**src/rtl/bankroute_pkg.sv**
```systemverilog
package bankroute_pkg;
  localparam int NB       = 9;
  localparam int ADDR_W   = 32;
  localparam int OFS_W    = 17;
  localparam int GRAIN_LG = 9;
  localparam int BA_W     = OFS_W - 2;
  localparam int DI_W     = OFS_W - GRAIN_LG;

  // per-bank byte offset mask (bank size minus one)
  function automatic logic [OFS_W-1:0] size_mask(input int b);
    case (b)
      0, 1, 2, 3: size_mask = 17'h1FFFF;
      4:          size_mask = 17'h0FFFF;
      7:          size_mask = 17'h07FFF;
      default:    size_mask = 17'h03FFF;
    endcase
  endfunction

  function automatic logic [BA_W-1:0] bank_word(input logic [OFS_W-1:0] ofs, input int b);
    logic [OFS_W-1:0] m;
    m = ofs & size_mask(b);
    bank_word = m[OFS_W-1:2];
  endfunction

  function automatic logic [DI_W-1:0] dirty_region(input logic [OFS_W-1:0] ofs, input int b);
    logic [OFS_W-1:0] m;
    m = ofs & size_mask(b);
    dirty_region = m[OFS_W-1:GRAIN_LG];
  endfunction
endpackage

```
**src/rtl/bankroute_slot_decode.sv**
```systemverilog
module bankroute_slot_decode
  import bankroute_pkg::*;
#(
  parameter logic [ADDR_W-1:0] ENG_A_BASE = 32'h0600_0000,
  parameter int                WIN_LG     = 21,
  parameter int                SLOT_LG    = 14,
  parameter int                SLOT_A_W   = 5,
  parameter int                SLOT_B_W   = 3,
  parameter logic [NB-1:0]     LEGAL_A    = 9'h07F,
  parameter logic [NB-1:0]     LEGAL_B    = 9'h184
) (
  input  logic [ADDR_W-1:0]               addr_i,
  input  logic [(1<<SLOT_A_W)*NB-1:0]     map_a_i,
  input  logic [(1<<SLOT_B_W)*NB-1:0]     map_b_i,
  output logic                            eng_a_o,
  output logic [NB-1:0]                   slot_mask_o
);
  logic [SLOT_A_W-1:0] slot_a;
  logic [SLOT_B_W-1:0] slot_b;
  logic [NB-1:0]       raw_a, raw_b;

  assign eng_a_o = (addr_i[ADDR_W-1:WIN_LG] == ENG_A_BASE[ADDR_W-1:WIN_LG]);
  assign slot_a  = addr_i[SLOT_LG +: SLOT_A_W];
  assign slot_b  = addr_i[SLOT_LG +: SLOT_B_W];
  assign raw_a   = map_a_i[slot_a*NB +: NB];
  assign raw_b   = map_b_i[slot_b*NB +: NB];

  always_comb begin
    if (eng_a_o) slot_mask_o = raw_a & LEGAL_A;
    else         slot_mask_o = raw_b & LEGAL_B;
  end
endmodule

```
**src/rtl/bankroute_fanout.sv**
```systemverilog
module bankroute_fanout
  import bankroute_pkg::*;
(
  input  logic [OFS_W-1:0]     ofs_i,
  input  logic                 rd_i,
  input  logic                 wr_i,
  input  logic [NB-1:0]        slot_mask_i,
  output logic [NB-1:0]        bank_re_o,
  output logic [NB-1:0]        bank_we_o,
  output logic [NB*BA_W-1:0]   bank_addr_o,
  output logic [NB*DI_W-1:0]   bank_dirty_o
);
  logic wr_go, rd_go;
  assign wr_go = wr_i;
  assign rd_go = rd_i & ~wr_i;   // write wins on a shared cycle

  for (genvar b = 0; b < NB; b++) begin : g_bank
    assign bank_we_o[b]                 = wr_go & slot_mask_i[b];
    assign bank_re_o[b]                 = rd_go & slot_mask_i[b];
    assign bank_addr_o[b*BA_W +: BA_W]  = bank_word(ofs_i, b);
    assign bank_dirty_o[b*DI_W +: DI_W] = dirty_region(ofs_i, b);
  end
endmodule

```
**src/rtl/bankroute_read_merge.sv**
```systemverilog
module bankroute_read_merge
  import bankroute_pkg::*;
#(
  parameter int DW = 32
) (
  input  logic              clk,
  input  logic              rst,
  input  logic              rd_go_i,
  input  logic [NB-1:0]     rd_sel_i,
  input  logic [NB*DW-1:0]  bank_rdata_i,
  output logic              rd_valid_o,
  output logic [DW-1:0]     rd_data_o
);
  logic [NB-1:0] sel_q;
  logic          vld_q;
  logic [DW-1:0] merged;

  always_ff @(posedge clk) begin
    if (rst) begin
      sel_q <= '0;
      vld_q <= 1'b0;
    end else begin
      vld_q <= rd_go_i;
      sel_q <= rd_go_i ? rd_sel_i : '0;
    end
  end

  always_comb begin
    merged = '0;
    for (int b = 0; b < NB; b++)
      if (sel_q[b]) merged = merged | bank_rdata_i[b*DW +: DW];
  end

  assign rd_valid_o = vld_q;
  assign rd_data_o  = vld_q ? merged : '0;

  // no bank mapped -> zero word
  a_r5_empty_zero: assert property (@(posedge clk) disable iff (rst)
    (rd_valid_o && sel_q == '0) |-> rd_data_o == '0);
endmodule

```
**src/rtl/bankroute_top.sv**
```systemverilog
module bankroute_top
  import bankroute_pkg::*;
#(
  parameter int                DW         = 32,
  parameter logic [ADDR_W-1:0] ENG_A_BASE = 32'h0600_0000,
  parameter int                SLOT_A_W   = 5,
  parameter int                SLOT_B_W   = 3,
  parameter logic [NB-1:0]     LEGAL_A    = 9'h07F,
  parameter logic [NB-1:0]     LEGAL_B    = 9'h184
) (
  input  logic                          clk,
  input  logic                          rst,
  input  logic [ADDR_W-1:0]             addr_i,
  input  logic                          rd_i,
  input  logic                          wr_i,
  input  logic [DW-1:0]                 wdata_i,
  input  logic [(1<<SLOT_A_W)*NB-1:0]   map_a_i,
  input  logic [(1<<SLOT_B_W)*NB-1:0]   map_b_i,
  output logic                          rd_valid_o,
  output logic [DW-1:0]                 rd_data_o,
  output logic [NB-1:0]                 bank_re_o,
  output logic [NB-1:0]                 bank_we_o,
  output logic [NB*BA_W-1:0]            bank_addr_o,
  output logic [DW-1:0]                 bank_wdata_o,
  output logic [NB*DI_W-1:0]            bank_dirty_o,
  input  logic [NB*DW-1:0]              bank_rdata_i
);
  logic          eng_a;
  logic [NB-1:0] slot_mask;
  logic          rd_go;

  bankroute_slot_decode #(
    .ENG_A_BASE(ENG_A_BASE), .WIN_LG(21), .SLOT_LG(14),
    .SLOT_A_W(SLOT_A_W), .SLOT_B_W(SLOT_B_W),
    .LEGAL_A(LEGAL_A), .LEGAL_B(LEGAL_B)
  ) u_dec (
    .addr_i(addr_i), .map_a_i(map_a_i), .map_b_i(map_b_i),
    .eng_a_o(eng_a), .slot_mask_o(slot_mask)
  );

  bankroute_fanout u_fan (
    .ofs_i(addr_i[OFS_W-1:0]), .rd_i(rd_i), .wr_i(wr_i),
    .slot_mask_i(slot_mask),
    .bank_re_o(bank_re_o), .bank_we_o(bank_we_o),
    .bank_addr_o(bank_addr_o), .bank_dirty_o(bank_dirty_o)
  );

  assign rd_go        = rd_i & ~wr_i;
  assign bank_wdata_o = wdata_i;

  bankroute_read_merge #(.DW(DW)) u_merge (
    .clk(clk), .rst(rst), .rd_go_i(rd_go), .rd_sel_i(bank_re_o),
    .bank_rdata_i(bank_rdata_i),
    .rd_valid_o(rd_valid_o), .rd_data_o(rd_data_o)
  );

  // write wins over a same-cycle read
  a_r9_write_wins: assert property (@(posedge clk) disable iff (rst)
    (rd_i && wr_i) |=> !rd_valid_o);
  // fixed one-cycle read latency
  a_r4_latency: assert property (@(posedge clk) disable iff (rst)
    (rd_i && !wr_i) |=> rd_valid_o);
  // enables stay inside the selected window's legal set
  a_r3_legal_only: assert property (@(posedge clk) disable iff (rst)
    ((bank_we_o | bank_re_o) & ~(eng_a ? LEGAL_A : LEGAL_B)) == '0);
  // idle port drives no bank
  a_r10_idle: assert property (@(posedge clk) disable iff (rst)
    (!rd_i && !wr_i) |-> (bank_we_o == '0 && bank_re_o == '0));
endmodule

```
**config.mk**
```make
export PLATFORM = sky130hd
export DESIGN_NAME = bankroute_top
export DESIGN_NICKNAME = d
export VERILOG_FILES = /design/src/rtl/bankroute_pkg.sv /design/src/rtl/bankroute_slot_decode.sv /design/src/rtl/bankroute_fanout.sv /design/src/rtl/bankroute_read_merge.sv /design/src/rtl/bankroute_top.sv
export SDC_FILE = /design/constraint.sdc
export NUM_CORES = 1
export LEC_CHECK = 0
export ABC_AREA = 1
export CORE_AREA = 3 3 392 394
export CTS_CLUSTER_SIZE = 24
export DETAILED_ROUTE_END_ITERATION = 10
export DIE_AREA = 0 0 395 397
export PLACE_DENSITY = 0.3
export SLEW_MARGIN = 20
export SYNTH_ARGS = -nofsm -noshare
export SYNTH_HDL_FRONTEND = slang
export SYNTH_SLANG_ARGS = --single-unit
```
**constraint.sdc**
```tcl
create_clock -name clk -period 1.85 [get_ports clk]
set_input_delay 0.37 -clock clk [delete_from_list [all_inputs] [get_ports clk]]
set_output_delay 0.37 -clock clk [all_outputs]
set_load 0.05 [all_outputs]
```
-- Word-level counts from Yosys, hierarchy flattened
Index checks and enable logic that the tools add are counted.
- multiply operators: 2
- equal/unequal tests: 1
- shift-type cells: 2
- muxes and demuxes: 11
- bitwise gates (word level): 29
- reductions and logical operators: 1
- operator list (cell ; count):
    $mux 32 ; 10
    $shiftx 288x10->7 ; 1
    $or 32x32->32 ; 8
    $shiftx 72x8->9 ; 1
    $and 1x1->1 ; 19
    $eq 11x6->1 const B ; 1
    $mul 5x4->9 const B ; 1
    $mux 9 ; 1
    $mul 3x4->7 const B ; 1
    $not 1->1 ; 2
    $reduce_or 2->1 ; 1
- bits in registers: 10
- input bits: 716
- output and inout port bits: 290
- word-level logic and storage cells: 48

-- Logic depth before layout (Yosys ltp)
Gate-level depths: netlist of the first run.
- depth in word-level cells: 18
- depth in mapped cells: 12
- gate-level depth less buffers: 9

-- Hierarchy
Synthesis of the first run repeated with hierarchy kept, for this count alone.
- cells, all modules: 1552
- area, all modules: 7547.2 um^2
- by module, submodules not included (module ; instances ; cells an instance ; area an instance (um^2) ; seq. area each (um^2)):
    bankroute_read_merge ; 1 ; 701 ; 2999.1 ; 200.2
    bankroute_slot_decode ; 1 ; 570 ; 2534.9 ; 0.0
    bankroute_fanout ; 1 ; 247 ; 1762.9 ; 0.0
    bankroute_top ; 1 ; 34 ; 250.2 ; 0.0

-- Worst setup path before layout of the first run
OpenSTA, ideal clock, no wires.
- path kind: input port to output port
- start point: in addr_i[14]
- end point: out bank_re_o[2]
- arrival time: 1985 ps
- data required time: 1480 ps
- slack: -505 ps
- stages on the path: 10
- buffers on the path: 3
- cell sequence: buf_6 > inv_6 > buf_8 > buf_4 > nor2_1 > o22ai_1 > nand2_1 > nand2_1 > nand2_1 > a21oi_1
- word-level cells in the longest chain between the ends: 4
- elaborated cells on any way between the ends: 6
- classes of those cells: 2 x mul; 2 x shift; 1 x mux; 1 x bitwise
- RTL lines (what ; RTL line ; source):
    from (decl) ; bankroute_top.sv:13 ; input logic [ADDR_W-1:0] addr_i,
    $mul 5x4->9 / $mul 3x4->7 (equally long branches) ; bankroute_slot_decode.sv:25, bankroute_slot_decode.sv:26 ;
    $shiftx 288x10->7 / $shiftx 72x8->9 (equally long branches) ; bankroute_slot_decode.sv:25, bankroute_slot_decode.sv:26 ;
    $mux 9 * ; bankroute_slot_decode.sv:29 ; if (eng_a_o) slot_mask_o = raw_a & LEGAL_A;
    $and 1x1->1 * ; bankroute_fanout.sv:19 ; assign bank_re_o[b] = rd_go & slot_mask_i[b];
    to (decl) ; bankroute_top.sv:21 ; output logic [NB-1:0] bank_re_o,
Mark *: on every way between the ends. The rest lies on a longest branch, timed or not.

-- Final worst setup path of the first run
- start point: in addr_i[14]
- end point: out bank_re_o[6]
- word-level cells in the longest chain between the ends: 4
- RTL lines (what ; RTL line ; source):
    $mul 5x4->9 ; bankroute_slot_decode.sv:25 ; assign raw_a = map_a_i[slot_a*NB +: NB];
    $shiftx 288x10->7 ; bankroute_slot_decode.sv:25 ;
    $mux 9 ; bankroute_slot_decode.sv:29 ;
    $and 1x1->1 ; bankroute_fanout.sv:19 ;
No other way between the ends.

==> results of run 1 <==
[critical path, cell delays in order]
cell and delay [ps]:
buf_16 150, clkinv_16 100, buf_12 150, buf_16 140, buf_12 120, nand2_4 50
nand3_2 60, nand3_2 90, nand2_4 80, nand2_2 60, nand2_2 80, o211ai_4 190
buf_6 160, nor2_4 40, buf_8 140
[how the worst max path moves through the flow]
stage	slack, ps	end	startpoint
CTS	-590	bank_re_o[1]	addr_i[14]
floorplan	-210	bank_re_o[1]	addr_i[14]
global route	-660	bank_re_o[1]	addr_i[14]
detailed placement	-1040	bank_re_o[1]	addr_i[14]
finish	-580	bank_re_o[6]	addr_i[14]
global placement	-1040	bank_re_o[1]	addr_i[14]
[cell type report]
class,instances,area [µm²]
fillers,17350,131200
repair buffers,864,9804
multi-input cells,877,6177
well taps,2016,2522
flip-flops and latches,10,220.2
clock buffers,4,88.84
inverters,9,70.07
diodes,6,15.01
[metal layers]
layer | up-vias | wire [µm] | track usage (%)
li1 | 4882 | - | -
met1 | 4712 | 34810 | 12.30
met2 | 675 | 39340 | 17.19
met3 | 68 | 7454 | 3.880
met4 | 20 | 1309 | 1.441
met5 | - | 207 | 0.4002
[Yosys cell counts]
cell type and instances:
nand2_1 472, buf_4 246, nand3_1 212, nor2_1 37, clkbuf_1 36, a211oi_1 32
a22o_1 32, a41oi_1 32, buf_2 23, o21ai_0 12, dfxtp_1 10, a21oi_1 9
buf_6 7, o211ai_2 6, buf_1 4, inv_1 4, o221ai_1 4, clkinv_1 3
buf_8 2, nor3_1 2, o22ai_1 2, conb_1 1, inv_2 1, inv_6 1
nor4_1 1
[through the flow]
step | setup slack, ps | utilization, % | cell area [µm²]
floorplan | -212.9 | - | 7261
global placement | -1041 | 10.73 | 16110
detailed placement | -1044 | 10.73 | 16110
CTS | -586.3 | 12.16 | 18250
global route | -659.8 | 12.58 | 18890
finish | -577.5 | 12.59 | 18900
[sequential cells by signal (all words and copies together), names as in the netlist]
name	count
u_merge.rd_valid_o	1
u_merge.sel_q	9
[logic make-up after synthesis]
family                 after synthesis  synth area share [%]
AND/OR/NAND/NOR                    724                 46.11
buffers and inverters              327                 34.87
AO/OA/AOI/OAI                      129                 15.87
flip-flops                          10                 3.089
other                                1               0.05787
[power by group through the flow]
stage	clock network, µW	logic [µW]	registers (µW)
final	508	3550	220
after global routing	544	3780	221
after CTS	535	3520	221
after detailed placement	0	3110	229
after global placement	0	3130	229
after floorplan	0	2090	229
[repair_timing]
action | 4_1_cts | 5_1_grt
gates resized for setup | 336 | 135
hold endpoints to repair | 0 | 0
hold buffers | 0 | 0
setup endpoints to repair | 58 | 54
pin swaps | 87 | 78
cloned | 10 | 2
setup buffers | 35 | 18
==> reports/summary.txt, run 1 <==
Status - finished with violations
Failing checks - setup timing
CP Launch Type - primary input
Synth unique cells - 25
Final-report max-slew violation count - 0
Fmax - 411.9 MHz
Cell Rows - 142
H-tree levels - 1
Setup Viol. Count Final - 51
Power Total - 4274 µW
Die area - 156800 µm²
Antenna violations before repair - 31
Via Count - 10360
Worst Path Arrival - 2060 ps
Total GRT Usage - 10.13%
Commonest non-fill, non-tap cell in the layout - clkdlybuf4s50_1
Final worst-path cycle share - 131.2%
I/O Buffers - 636
Hold slack - 680.8 ps
Power per cell area - 226.1 nW/µm²
Root Driver - clkbuf_16
Hold path endpoint - u_merge.rd_valid_o
Comb pwr share - 83.0%
Area leader, netlist - buf_4
Clock period minus worst slack - 2428 ps
Largest cells by area after synthesis - buf_4 28%, nand2_1 27%, nand3_1 16%
CP Class - in2out
Mapped cell area - 6480 µm²
Clk slew on worst S/H paths - 50 ps
Worst path required time - 1480 ps
CTS tree - built
Max FO, Critical Path - 8
Initial DRC count - 305
CTS Buf Count - 3
Top-area cell type share of the netlist area - 28.50%
Largest net degree at the start of global routing - 31
Hold Fails Final Rpt - 0
Ports - 1006
Seq/Total Area, Yosys - 3.089%
Syn Area/Cell - 5.441 µm²
Commonest cells after routing, fill and taps aside - 530 x clkdlybuf4s50_1, 385 x nand2_1, 120 x nand3_1
Clk pwr share - 11.9%
Vias per inst - 2.736
Die X - 395 µm
Clock Tree Buf Depth - 2
Setup TNS - -21690 ps
Synthesized flop and latch total - 10
Peak supply drop - 0.2596 mV
Sw Ratio - 42.56%
Gr ovfl total - 0
DR pass1 iterations - 4
Post-Layout Cell Count - 3786
Internal - 2455 µW
Tightest Hold Check Type - in2reg
Static Leak - 0.006851 µW
Die H - 397 µm
Part of the power in registers - 5.2%
Final WL - 83.12 mm
RSZ-0062 raised after global routing - true
Drc violations - 0
Max Cap Violations - 0
Synth warnings - 0
Starting density of the core - 4.316%
Worst Hold Depth - 2
Avg WL per Cell - 21.95 µm
Syn Inst Count - 1191
Core Region - 150100 µm²
Sw Pwr - 1819 µW
Final ANT Viol Nets - 0
Placed cells - 3724
Layout cells sized above 1 - 35.09%
P&R area growth vs syn - 191.6%
Final nets - 2481
First-pass GRT wire length - 106.7 mm
Setup ws final - -577.5 ps
Detailed-placement wirelength estimate - 68.65 mm
Vias in the first global route - 11430
Crit. End Element - output pin
# clock sinks - 10
Worst Min Path Start - rst
Gpl congestion - 0.8534
No activity file was read; power rests on OpenSTA's default activity.
==> run 2: changes to the inputs <==
- PLACE_DENSITY: 0.3 -> 0.35
==> run 2 against run 1 <==
The run still ends with setup timing left. Utilization is 0.11 points lower. First-iteration DRC count is 51% higher. Cell count is 0.29% higher. Combinational power is 2% lower. Sequential share of layout area hardly changed. Hold slack better by 59 ps. Critical path type unchanged. Critical endpoint is now bank_re_o[2].
==> reports/summary.txt, run 2 (same netlist as run 1, synthesis figures left out) <==
Status - finished with violations
Failing checks - setup timing
Static Leak - 0.006810 µW (-0.60%)
Commonest non-fill, non-tap cell in the layout - clkdlybuf4s50_1
Total GRT Usage - 9.411% (-0.72 points)
Power Total - 4220 µW (-1.3%)
Peak supply drop - 0.2225 mV (-14%)
CP Launch Type - primary input
Cell Rows - 142 (unchanged)
Number of flip-flops under the largest register name - 9 (unchanged)
Final WL - 78.78 mm (-5.2%)
Die X - 395 µm (unchanged)
Max FO, Critical Path - 7 (-1)
CTS Hold Buffers Added - 0 (unchanged)
CP Class - in2out
Setup Viol. Count Final - 52 (+2.0%)
Hold path endpoint - bank_addr_o[45]
Tightest Hold Check Type - in2out
Gr ovfl total - 0 (unchanged)
Die H - 397 µm (unchanged)
Via Count - 10340 (-0.16%)
Core Region - 150100 µm² (unchanged)
Antenna violations before repair - 21 (-32%)
Vias per inst - 2.723 (-0.45%)
Placed cells - 3733 (+0.24%)
H-tree levels - 1 (unchanged)
Max Cap Violations - 0 (unchanged)
Ports - 1006 (unchanged)
Drc violations - 0 (unchanged)
P&R area growth vs syn - 189.2%
I/O Buffers - 636 (unchanged)
RSZ-0062 raised after global routing - true
Clock period minus worst slack - 2437 ps (+9.466 ps)
Root Driver - clkbuf_16
Worst Min Path Start - addr_i[2]
Largest net degree at the start of global routing - 37 (+19%)
Worst path required time - 1480 ps (about the same)
Post-Layout Cell Count - 3797 (+0.29%)
Initial DRC count - 462 (+51%)
Final ANT Viol Nets - 0 (unchanged)
Die area - 156800 µm² (unchanged)
Starting density of the core - 4.316% (unchanged)
DR pass1 iterations - 5 (+1)
Setup TNS - -20750 ps (+933.7 ps)
Final-report max-slew violation count - 0 (unchanged)
Crit. End Element - output pin
Most flop-heavy register - u_merge.sel_q
# clock sinks - 10 (unchanged)
Final worst-path cycle share - 131.7% (+0.51 points)
Clock Tree Buf Depth - 2 (unchanged)
First-pass GRT wire length - 99.95 mm (-6.3%)
Setup ws final - -587.0 ps (-9.466 ps)
Worst Path Arrival - 2070 ps (about the same)
CTS tree - built
Power per cell area - 225.2 nW/µm² (-0.42%)
Layout cells sized above 1 - 33.75% (-1.3 points)
Avg WL per Cell - 20.75 µm (-5.5%)
Fmax - 410.3 MHz (-0.39%)
Hold Fails Final Rpt - 0 (unchanged)
Detailed-placement wirelength estimate - 64.97 mm (-5.4%)
Gpl congestion - 0.8678 (+1.7%)
Worst Hold Depth - 0 (-2)
CTS Buf Count - 3 (unchanged)
Final nets - 2492 (+0.44%)
Vias in the first global route - 11090 (-2.9%)
Commonest cells after routing, fill and taps aside - 531 x clkdlybuf4s50_1, 404 x nand2_1, 137 x buf_4
==> run 2: final cells by class <==
| class | count | area (µm²) |
|---|---|---|
| inverters | 9 | 60.06 |
| multi-input cells | 877 | 6011 |
| diodes | 6 | 15.01 |
| repair buffers | 875 | 9818 |
| flip-flops and latches | 10 | 222.7 |
| clock buffers | 4 | 88.84 |
| well taps | 2016 | 2522 |
| fillers | 17320 | 131400 |
==> run 2: worst max-delay path, stage by stage <==
cell and delay [ps]:
buf_12 120, clkinv_8 70, buf_12 130, buf_8 130
nand2_4 50, nand3_4 100, nand3_4 110, nand2_4 100
buf_12 90, nand2_2 40, nand3_2 100, nand3_4 120
buf_12 170, a21oi_4 170, buf_12 150
==> run 2: worst max-delay path by stage <==
stage               cells after the start  startpoint           end
finish                                 15  addr_i[14]  bank_re_o[2]
global route                           11  addr_i[15]  bank_re_o[1]
CTS                                    13  addr_i[14]  bank_we_o[1]
detailed placement                     12  addr_i[14]  bank_we_o[5]
global placement                       12  addr_i[14]  bank_we_o[5]
floorplan                              10  addr_i[14]  bank_re_o[1]
==> run 2: through the flow <==
step	worst slack [ps]	hold WS [ps]	area, µm²	utilization, %
floorplan	-212.9	449.9	7261	-
global placement	-1528	740.3	16190	10.79
detailed placement	-1515	740.3	16190	10.79
CTS	-676.0	740.3	17980	11.97
global route	-674.1	740.3	18730	12.47
finish	-587.0	740.1	18740	12.48
==> run 2: power by group <==
part	switching, µW	leakage (µW)	internal (µW)
Sequential	6.90	0.0000870	215
Clock	189	0.0000442	331
Combinational	1580	0.00668	1900
==> run 2: repair_timing <==
item,CTS,global route
cloned,6,4
resized for setup,295,136
setup endpoints to repair,59,57
pin swaps,79,82
buffers inserted,35,21
==> run 2: routing by layer <==
| metal | track usage (%) | wire length [µm] | vias to the layer above |
|---|---|---|---|
| li1 | - | - | 4903 |
| met3 | 3.385 | 6850 | 56 |
| met5 | 0.03079 | 50 | - |
| met1 | 11.16 | 32130 | 4720 |
| met2 | 16.52 | 38360 | 653 |
| met4 | 1.340 | 1385 | 8 |
